`config.mk`:
```
export PLATFORM = sky130hd
export DESIGN_NAME = skip_seq_counter
export DESIGN_NICKNAME = d
export VERILOG_FILES = /design/src/rtl/skq_pkg.sv /design/src/rtl/skq_jk_cell.sv /design/src/rtl/skq_excite.sv /design/src/rtl/skip_seq_counter.sv
export SDC_FILE = /design/constraint.sdc
export NUM_CORES = 1
export LEC_CHECK = 0
export ABC_AREA = 1
export BUFFER_PORTS_ARGS = -buffer_cell sky130_fd_sc_hd__buf_2
export CAP_MARGIN = 10
export CORE_AREA = 2 2 39 41
export CTS_CLUSTER_SIZE = 8
export DETAILED_ROUTE_END_ITERATION = 8
export DIE_AREA = 0 0 41 43
export GPL_TIMING_DRIVEN = 0
export PLACE_DENSITY_LB_ADDON = 0.3
export SLEW_MARGIN = 20
export SYNTH_ARGS = -nofsm -noshare
export SYNTH_HDL_FRONTEND = slang
export SYNTH_HIERARCHICAL = 1
export SYNTH_SLANG_ARGS = --single-unit
```
`constraint.sdc`:
```
create_clock -name clk -period 1.4 [get_ports clk]
set_clock_uncertainty 0.2 [all_clocks]
set_input_delay 0.07 -clock clk [delete_from_list [all_inputs] [get_ports clk]]
set_output_delay 0.07 -clock clk [all_outputs]
set_load 0.03 [all_outputs]
```
`src/rtl/skq_pkg.sv`:
```
package skq_pkg;

    localparam int STW = 3;

    typedef enum logic [STW-1:0] {
        ST_HOME   = 3'b000,
        ST_STRAY1 = 3'b001,
        ST_RISE   = 3'b010,
        ST_PAIR   = 3'b011,
        ST_STRAY4 = 3'b100,
        ST_SKIP   = 3'b101,
        ST_PEAK   = 3'b110,
        ST_STRAY7 = 3'b111
    } skq_state_t;

    function automatic logic skq_in_loop(input skq_state_t s);
        return (s == ST_HOME) || (s == ST_RISE) || (s == ST_PAIR) ||
               (s == ST_SKIP) || (s == ST_PEAK);
    endfunction

endpackage

```
`src/rtl/skq_jk_cell.sv`:
```
module skq_jk_cell (
    input  logic clk,
    input  logic rst,
    input  logic j_in,
    input  logic k_in,
    output logic q_out
);

    logic q_r;

    always_ff @(posedge clk) begin
        if (rst) begin
            q_r <= 1'b0;
        end else begin
            unique case ({j_in, k_in})
                2'b00: q_r <= q_r;
                2'b01: q_r <= 1'b0;
                2'b10: q_r <= 1'b1;
                2'b11: q_r <= ~q_r;
            endcase
        end
    end

    always_comb q_out = q_r;


    cell_keep_chk: assert property (@(posedge clk) disable iff (rst)
        (!j_in && !k_in) |=> $stable(q_out));

    cell_set_chk: assert property (@(posedge clk) disable iff (rst)
        (j_in && !k_in) |=> q_out);

    cell_clear_chk: assert property (@(posedge clk) disable iff (rst)
        (!j_in && k_in) |=> !q_out);

    cell_flip_chk: assert property (@(posedge clk) disable iff (rst)
        (j_in && k_in) |=> (q_out != $past(q_out)));

endmodule

```
`src/rtl/skq_excite.sv`:
```
module skq_excite
    import skq_pkg::*;
(
    input  skq_state_t     cur,
    input  logic           advance,
    output logic [STW-1:0] j_vec,
    output logic [STW-1:0] k_vec
);

    // Bit order of j_vec/k_vec: [2]=C, [1]=B, [0]=A.
    // Minimised drive: JC=A, KC=B|~A, JB=1, KB=A|C, JA=B&~C, KA=C.
    logic [STW-1:0] j_raw, k_raw;

    always_comb begin
        unique case (cur)
            ST_HOME:   begin j_raw = 3'b010; k_raw = 3'b100; end
            ST_RISE:   begin j_raw = 3'b011; k_raw = 3'b100; end
            ST_PAIR:   begin j_raw = 3'b111; k_raw = 3'b110; end
            ST_SKIP:   begin j_raw = 3'b110; k_raw = 3'b011; end
            ST_PEAK:   begin j_raw = 3'b010; k_raw = 3'b111; end
            ST_STRAY1: begin j_raw = 3'b110; k_raw = 3'b010; end
            ST_STRAY4: begin j_raw = 3'b010; k_raw = 3'b111; end
            ST_STRAY7: begin j_raw = 3'b110; k_raw = 3'b111; end
        endcase
    end

    always_comb begin
        j_vec = advance ? j_raw : '0;
        k_vec = advance ? k_raw : '0;
    end

endmodule

```
`src/rtl/skip_seq_counter.sv`:
```
module skip_seq_counter
    import skq_pkg::*;
(
    input  logic           clk,
    input  logic           rst,
    input  logic           count_en,
    output logic [STW-1:0] state_o
);

    logic [STW-1:0] j_vec, k_vec, q_vec;
    skq_state_t     cur;

    always_comb cur = skq_state_t'(q_vec);

    skq_excite u_excite (
        .cur     (cur),
        .advance (count_en),
        .j_vec   (j_vec),
        .k_vec   (k_vec)
    );

    // State register: one JK cell per bit.
    genvar gi;
    generate
        for (gi = 0; gi < STW; gi++) begin : g_bit
            skq_jk_cell u_ff (
                .clk   (clk),
                .rst   (rst),
                .j_in  (j_vec[gi]),
                .k_in  (k_vec[gi]),
                .q_out (q_vec[gi])
            );
        end
    endgenerate

    // Output process.
    always_comb state_o = q_vec;


    step_home_chk: assert property (@(posedge clk) disable iff (rst)
        (count_en && cur == ST_HOME) |=> (state_o == 3'b010));

    step_rise_chk: assert property (@(posedge clk) disable iff (rst)
        (count_en && cur == ST_RISE) |=> (state_o == 3'b011));

    step_pair_chk: assert property (@(posedge clk) disable iff (rst)
        (count_en && cur == ST_PAIR) |=> (state_o == 3'b101));

    step_skip_chk: assert property (@(posedge clk) disable iff (rst)
        (count_en && cur == ST_SKIP) |=> (state_o == 3'b110));

    step_peak_chk: assert property (@(posedge clk) disable iff (rst)
        (count_en && cur == ST_PEAK) |=> (state_o == 3'b000));

    idle_hold_chk: assert property (@(posedge clk) disable iff (rst)
        !count_en |=> $stable(state_o));

    stray1_exit_chk: assert property (@(posedge clk) disable iff (rst)
        (count_en && cur == ST_STRAY1) |=> (state_o == 3'b111));

    stray7_exit_chk: assert property (@(posedge clk) disable iff (rst)
        (count_en && cur == ST_STRAY7) |=> (state_o == 3'b000));

    stray4_exit_chk: assert property (@(posedge clk) disable iff (rst)
        (count_en && cur == ST_STRAY4) |=> (state_o == 3'b010));

    loop_closed_chk: assert property (@(posedge clk) disable iff (rst)
        skq_in_loop(cur) |=> skq_in_loop(skq_state_t'(state_o)));

endmodule

```
# After elaboration in Yosys (flattened, before gate mapping)
# Memories as Yosys holds them, arrays and structs flattened.
# Index checks and enable logic that the tools add are counted.
op_classes:
  n_eq_ne: 9
  n_mux: 5
  bitwise_logic: 3
  n_reduce_logical: 3
op_table:
  columns: ["operator", "n"]
  rows:
  - ["equality test 2 bit, second input constant", 6]
  - ["one-hot mux 1 bit (3 select lines)", 3]
  - ["equality test 2 x 1 -> 1 bit, second input constant", 3]
  - ["logical NOT 2 bit", 3]
  - ["two-way mux 3 bit", 2]
  - ["inverter 1 bit", 3]
word_totals:
  regBits: 3
  mem_bits_ro: 40
  in_bits: 3
  output_inout_bits: 3
  elab_cells: 24
  mem_count: 1
memory_table:
  columns: ["name", "depth", "word_bits", "rd", "rd_ports_with_merged_regs", "write_ports", "line_no", "text"]
  rows:
  - ["(name not given)", 8, 5, 1, 0, 0, "skq_excite.sv:15", "unique case (cur)"]

# Longest topological paths before layout
# Gate-level depths: netlist of the first run.
# An unclocked memory read counts as a cell.
logic_depth:
  word_depth: 4
  mapped_depth: 6
  ltp_nobuf: 6

# Hierarchy
# The synthesis of the first run kept the hierarchy.
modules_own_cells:
  columns: ["module", "instances", "cells_each", "area_each_um2", "seq_area_each_um2"]
  rows:
  - ["skq_jk_cell", 3, 6, 38.8, 20.0]
  - ["skq_excite", 1, 11, 50.0, 0.0]

# Least setup slack after synthesis of the first run
# OpenSTA, ideal clock, no wires.
synth_path:
  kind: "register -> register"
  startpoint: "reg g_bit[2].u_ff.q_r"
  endpoint: "reg g_bit[1].u_ff.q_r"
  setup_time_ns: 0.114
  arrival_ns: 0.863
  required_ns: 1.086
  path_slack_ns: 0.224
  path_stages_with_launch: 6
  n_path_buf: 0
  period_less_slack_ns: 1.176
  cell_sequence: "dfxtp_1 nand2_1 nand2_1 nand2_1 nand2_1 nor2_1"
synth_via:
  elab_chain_len: 4
  word_cells_on_any_way: 7
  cone_classes: "eq/ne (3); mux (2); reduce/logical (1); memory (1)"
synth_rtl:
  columns: ["element", "line_no", "text"]
  rows:
  - ["start: declaration", "skq_jk_cell.sv:9", "logic q_r;"]
  - ["start signal: assignment", "skq_jk_cell.sv:16", "2'b00: q_r <= q_r;"]
  - ["start signal: assignment", "skq_jk_cell.sv:19", "2'b11: q_r <= ~q_r;"]
  - ["memory read (8 x 5 bit) *", null, null]
  - ["two-way mux 3 bit *", "skq_excite.sv:29", "k_vec = advance ? k_raw : '0;"]
  - ["named net k_vec[1]", "skip_seq_counter.sv:10", "logic [STW-1:0] j_vec, k_vec, q_vec;"]
  - ["equality test 2 bit / equality test 2 x 1 -> 1 bit (equally long branches)", "skq_jk_cell.sv:15", "unique case ({j_in, k_in})"]
  - ["one-hot mux 1 bit (3 select lines)", "skq_jk_cell.sv:15", null]
  - ["end signal: assignment", "skq_jk_cell.sv:16", null]
  - ["end signal: assignment", "skq_jk_cell.sv:19", null]
  - ["end: declaration", "skq_jk_cell.sv:9", null]
# Mark *: on every way through the listed nets, which the timed path passes. The rest lies on a longest branch.
# A chain may end at the register's enable or synchronous reset.

# Final worst setup path of the first run
layout_path:
  startpoint: "reg g_bit[0].u_ff.q_r"
  endpoint: "out state_o[0]"
layout_rtl:
  columns: ["element", "line_no", "text"]
  rows:
  - ["start: declaration", "skq_jk_cell.sv:9", null]
  - ["start signal: assignment", "skq_jk_cell.sv:16", null]
  - ["start signal: assignment", "skq_jk_cell.sv:19", null]
  - ["end: declaration", "skip_seq_counter.sv:7", "output logic [STW-1:0] state_o"]
# No word-level cell between the ends.

==> flow_summary_export.csv, run 1 <==
group,metric,value,unit
setup_path,cp_cell_sequence,"buf_2",
synth,netlist_instances,29,
drt,wl,347,µm
setup_path,crit_family,"flip-flops",
clock_network,cts_made_buffers,3,
layout,design_area,248,µm²
setup_path,critPathLaunchType,"register",
global_routing,gr-usage-all-layers,0.0511,
sta,fmax,0.903,GHz
clock_network,clockBufferDepth,2,
setup_path,reg2reg_from,"g_bit[0].u_ff/q_out$_SDFFE_PP0P_",
global_routing,grt_max_degree,6,
drt,drcViolationCount,0,
drt,via_count,183,
global_routing,grt_first_pass_wirelength,517,µm
floorplanning,core_area,1380,µm²
drt,drt_first_pass_iters,1,
placed_design,placedInstanceArea,211,µm²
layout,final_common_cell,"nand2_1",
placed_design,gp_congestion,0.635,
setup_path,required,1.13,ns
drt,vias_per_cell,3.33,
placed_design,port_buffers,5,
layout,nets,43,
setup_path,startpoint,"g_bit[0].u_ff/q_out$_SDFFE_PP0P_",
clock_network,cts_sinks,3,
synth,synthesis.area,166,µm²
sta,worstMarginPinSlew,0.156,ns
synth,synth-seq-cells,3,
layout,nFillCells,171,
layout,antenna_cells,0,
synth,syn_nets,32,
synth,yosysWarningCount,6,
clock_network,clk_pin_slew_worst_paths,0.04,ns
clock_network,clk_latency,0.23,ns
sta,finalMaxSlewViolations,0,
layout,layout_common_cells,"11 x nand2_1, 6 x nor2_1, 6 x inv_1, 5 x buf_2",
min_path,min_from,"count_en",
setup_path,crit_slowest_cell,"dfxtp_1",
synth,postSynthAreaPerCell,5.74,µm²
setup_path,path_buf_inv,1,
sta,min_period,1.11,ns
clock_network,post_cts_resized,0,
clock_network,clock-root-buffer,"clkbuf_4",
setup_path,critPathArrivalTime,0.84,ns
global_routing,gr-total-overflow,0,
sta,setup_viol,0,
setup_path,crit_type,"reg2out",
drt,ant_nets,0,
power,powerDensity,1190,nW/µm²
drt,wl_per_cell,6.31,µm
layout,areaGrowthSynthToFinish,48.9,%
global_routing,grt_pass1_vias,159,
global_routing,antenna_found_initial,0,
sta,hold_viol_final,0,
layout,drive_gt1_frac,0.282,
layout,largest_reg_flops,3,
floorplanning,io_pins,6,
synth,synth-seq-area-share,0.361,
placed_design,post-place-cells,50,
sta,relSlewSlack,0.896,
setup_path,path_max_fanout,5,
power,peakVddDrop,263,µV
outcome,outcome,"finished clean",
floorplanning,initial_core_util,0.120,
sta,rsz0062_at_grt,"no",
sta,post-route-period-util,0.791,
synth,ys_types,7,
layout,final_util,0.179,
sta,setup_tns,0,ns
setup_path,max_stage_delay,0.38,ns
floorplanning,fp.dieH,43,µm
flow_run,drv_cap,0,
floorplanning,fp.dieW,41,µm
clock_network,ctsHtreeMaxLevel,1,
min_path,hold_class,"in2reg",
setup_path,crit_path_end_kind,"primary output",
floorplanning,die_area,1760,µm²
placed_design,hpwl,265,µm
layout,instances_no_fill,55,
drt,drtIter0Drc,0,
floorplanning,row_count,14,
clock_network,cts_tree,"built",
power,p_leak,0.153,nW
stage by stage:
step / total power, mW / worst slack, ns / hold WS [ns]
finish: 0.295 / 0.292 / 0.0173
global route: 0.317 / 0.252 / 0.0424
CTS: 0.308 / 0.275 / 0.0172
detailed placement: 0.143 / 0.412 / 0.142
global placement: 0.143 / 0.415 / 0.145
floorplan: 0.129 / 0.224 / 0.0134
routing by layer:
layer | routed length, µm | global-route usage | share of wire | up-vias
li1 | - | - | - | 101
met1 | 137 | 0.0414 | 0.39 | 76
met2 | 173 | 0.0625 | 0.50 | 4
met3 | 31 | 0.0314 | 0.089 | 2
met4 | 4 | 0.0800 | 0.012 | 0
met5 | 0 | 0 | 0 | -
kinds of logic after synthesis:
kind of cell,share of synthesized area
and+or+nand+nor,0.459
buffers and inverters,0.180
DFF,0.361
cell usage after synthesis (all sizes together):
| master | n | area, µm² |
|---|---|---|
| nand2 | 12 | 47.6 |
| dfxtp | 3 | 60.1 |
| inv | 6 | 22.5 |
| buf | 1 | 7.51 |
| nor2 | 7 | 28.8 |
where the power goes:
group	internal (mW)	switching [mW]
sequential	0.0918	0.00641
combinational	0.0176	0.0274
clock	0.107	0.0447
repair_timing:
item,CTS,global route
endpoints found under the hold margin,3,0
setup buffers,0,0
hold buffers,1,0
final timing paths:
path,end,slack [ns],depth (start not counted)
worst max register to register,g_bit[1].u_ff/q_out$_SDFFE_PP0P_,0.42,5
worst min register to register,g_bit[1].u_ff/q_out$_SDFFE_PP0P_,0.32,2
worst min-delay path,g_bit[1].u_ff/q_out$_SDFFE_PP0P_,0.02,4
worst max-delay path,state_o[0],0.29,1
layout make-up:
type,instances,area [µm²],area share
well taps,16,20.0,0.0808
plain buffers,1,7.51,0.0303
multi-input cells,19,76.3,0.308
inverters,6,22.5,0.0909
repair buffers,6,35.0,0.141
clock buffers,4,26.3,0.106
flip-flops and latches,3,60.1,0.242
Note: power is estimated with default switching activity, not from simulation.
==> inputs of run 2 (changes only) <==
--- a/config.mk
+++ b/config.mk
@@ -5,7 +5,7 @@
 export SDC_FILE = /design/constraint.sdc
 export NUM_CORES = 1
 export LEC_CHECK = 0
-export ABC_AREA = 1
+export ABC_AREA = 0
 export BUFFER_PORTS_ARGS = -buffer_cell sky130_fd_sc_hd__buf_2
 export CAP_MARGIN = 10
 export CORE_AREA = 2 2 39 41
==> constraint.sdc (replaced) <==
create_clock -name clk -period 0.9 [get_ports clk]
set_clock_uncertainty 0.2 [all_clocks]
set_input_delay 0.045 -clock clk [delete_from_list [all_inputs] [get_ports clk]]
set_output_delay 0.045 -clock clk [all_outputs]
set_load 0.03 [all_outputs]
==> run 2 against run 1 <==
First-iteration DRC count increased by 4. Clock power increased by 59%. Register-to-register slack got worse by 0.50 ns. Combinational power increased by 73%. Synthesized cell count decreased by 41%. Power increased by 62%. Largest cell class unchanged. Utilization increased by 1.1 points. Highest routed layer unchanged. Worst hold slack got worse by 0.19 ns. The run now ends with hold timing, setup timing left.
==> flow_summary_export.csv, run 2 <==
group,metric,value,unit
synth,synthesis.area,144,µm²
global_routing,grt_max_degree,7,
floorplanning,initial_core_util,0.104,
layout,largest_reg_flops,3,
clock_network,cts_tree,"built",
synth,ys_top_cells_by_count,"4 x nor2_1, 3 x a211oi_1, 3 x dfxtp_1, 2 x and2_1",
clock_network,clk_pin_slew_worst_paths,0.04,ns
layout,areaGrowthSynthToFinish,82.6,%
drt,drcViolationCount,0,
layout,drive_gt1_frac,0.654,
drt,ant_nets,0,
min_path,hold_class,"in2reg",
setup_path,rr_worst_depth,2,
setup_path,crit_type,"reg2out",
sta,min_period,0.990,ns
power,switching_share,0.277,
drt,wl_per_cell,8.05,µm
sta,finalMaxSlewViolations,0,
placed_design,placedInstanceArea,200,µm²
floorplanning,die_area,1760,µm²
power,netSwitchingPower,0.132,mW
setup_path,critPathLaunchType,"register",
sta,post-route-period-util,1.10,
power,powerDensity,1810,nW/µm²
min_path,min_from,"rst",
setup_path,path_max_fanout,6,
global_routing,gr-usage-all-layers,0.0502,
drt,drt_first_pass_iters,2,
sta,finalWorstSetupSlack,-0.0902,ns
min_path,whs_endpoint,"g_bit[0].u_ff/q_out$_SDFFE_PP0P_",
global_routing,antenna_found_initial,0,
placed_design,gp_congestion,0.559,
layout,nets,30,
layout,antenna_cells,0,
setup_path,max_stage_delay,0.37,ns
global_routing,grt_first_pass_wirelength,496,µm
sta,holdWs,-0.175,ns
synth,synth-seq-cells,3,
sta,hold_viol_final,3,
layout,layout_common_cells,"4 x nor2_1, 3 x clkbuf_4, 3 x a211oi_2, 3 x dfxtp_4, 3 x buf_6",
clock_network,ctsHtreeMaxLevel,1,
synth,netlist_instances,17,
drt,drtIter0Drc,4,
power,p_int,0.345,mW
floorplanning,core_area,1380,µm²
synth,synth_top_area_share,0.417,
drt,via_count,158,
clock_network,cts_setup_buffers,0,
floorplanning,fp.dieH,43,µm
power,p_seq_frac,0.329,
setup_path,crit_slowest_cell,"dfxtp_4",
power,p_clk_frac,0.508,
setup_path,r2r_end,"g_bit[1].u_ff/q_out$_SDFFE_PP0P_",
setup_path,path_buf_inv,1,
drt,vias_per_cell,3.76,
synth,postSynthAreaPerCell,8.46,µm²
synth,yosysWarningCount,6,
clock_network,cts_made_buffers,3,
flow_run,drv_cap,0,
setup_path,critPathArrivalTime,0.75,ns
setup_path,rrSetupSlack,-0.08,ns
floorplanning,io_pins,6,
layout,design_area,263,µm²
min_path,hold_depth,2,
synth,synthArstFlopShare,0,
synth,ys_types,9,
outcome,violations,"hold timing, setup timing",
sta,relSlewSlack,0.906,
sta,setup_viol,6,
synth,synthFlopType,"dfxtp_1",
synth,synth.top_cells.by_area,"dfxtp_1 42%, a211oi_1 16%, nor2_1 10%",
drt,wl,338,µm
power,peakVddDrop,1110,µV
clock_network,clk_latency,0.24,ns
power,p_leak,0.104,nW
clock_network,clock-root-buffer,"clkbuf_4",
clock_network,cts_sinks,3,
synth,synth-seq-area-share,0.417,
sta,rsz0062_at_grt,"yes",
layout,final_common_cell,"nor2_1",
synth,syn_nets,20,
clock_network,clockBufferDepth,2,
setup_path,cp_cell_sequence,"buf_6",
synth,yosys.cell_count.top_type,"nor2_1",
setup_path,crit_family,"flip-flops",
sta,worstMarginPinSlew,0.141,ns
sta,fmax,1.01,GHz
placed_design,port_buffers,5,
synth,synth_area_leader_cell,"dfxtp_1",
outcome,outcome,"complete, but fails checks",
floorplanning,fp.dieW,41,µm
setup_path,reg2reg_from,"g_bit[2].u_ff/q_out$_SDFFE_PP0P_",
floorplanning,row_count,14,
setup_path,required,0.65,ns
setup_path,crit_path_end_kind,"primary output",
power,p_comb_frac,0.164,
synth,synth-edff-count,0,
global_routing,gr-total-overflow,0,
global_routing,grt_pass1_vias,113,
==> run 2: layout make-up <==
type	count	area, µm²
sequential	3	71.3
timing repair buffer	5	43.8
multi-input combinational	12	90.1
fill	153	1120
inverter	1	3.75
tap	16	20.0
buffer	1	7.51
clock buffer	4	26.3
==> run 2: timing repair <==
item,CTS,global route
cloned,0,0
endpoints found under the setup margin,6,6
resized for setup,6,4
hold endpoints to repair,3,3
pin swaps,1,1
==> run 2: power by group through the flow <==
stage | clock network (mW) | logic (mW) | registers (mW)
floorplan | 0 | 0.0234 | 0.171
global placement | 0 | 0.0593 | 0.154
detailed placement | 0 | 0.0603 | 0.155
CTS | 0.251 | 0.0705 | 0.155
global route | 0.257 | 0.0828 | 0.159
finish | 0.242 | 0.0780 | 0.157
==> run 2: logic make-up (layout without fill, tap and decap cells) <==
kind of cell	count (synthesis)	after routing	synth area share
buf+inv	2	11	0.0783
flops	3	3	0.417
simple gates	7	7	0.217
compound gates	5	5	0.287
==> run 2: routing by layer <==
| layer | track usage | routed length, µm | vias up |
|---|---|---|---|
| met1 | 0.0737 | 173 | 69 |
| met5 | 0 | 0 | - |
| li1 | - | - | 78 |
| met4 | 0.0200 | 4 | 0 |
| met3 | 0.0785 | 51 | 2 |
| met2 | 0.0281 | 108 | 9 |
==> run 2: worst max path at each step <==
| stage | from | to | slack (ns) | depth (start not counted) |
|---|---|---|---|---|
| 2_1_floorplan | g_bit[2].u_ff/q_out$_SDFFE_PP0P_ | g_bit[1].u_ff/q_out$_SDFFE_PP0P_ | -0.11 | 2 |
| 3_3_place_gp | g_bit[2].u_ff/q_out$_SDFFE_PP0P_ | g_bit[1].u_ff/q_out$_SDFFE_PP0P_ | -0.1 | 2 |
| 3_5_place_dp | g_bit[2].u_ff/q_out$_SDFFE_PP0P_ | g_bit[1].u_ff/q_out$_SDFFE_PP0P_ | -0.09 | 2 |
| 4_1_cts | g_bit[2].u_ff/q_out$_SDFFE_PP0P_ | g_bit[1].u_ff/q_out$_SDFFE_PP0P_ | -0.10 | 2 |
| 5_1_grt | g_bit[0].u_ff/q_out$_SDFFE_PP0P_ | state_o[0] | -0.11 | 1 |
| 6_report | g_bit[0].u_ff/q_out$_SDFFE_PP0P_ | state_o[0] | -0.09 | 1 |
==> run 2: through the flow <==
step	worst slack, ns	TNS, ns	std cells	power [mW]	utilization
after global placement	-0.0956	-0.206	38	0.213	0.145
final	-0.0902	-0.452	42	0.477	0.190
after detailed placement	-0.0936	-0.209	38	0.215	0.145
after floorplan	-0.105	-0.292	17	0.194	-
after CTS	-0.104	-0.520	42	0.477	0.177
after global routing	-0.113	-0.615	42	0.499	0.190
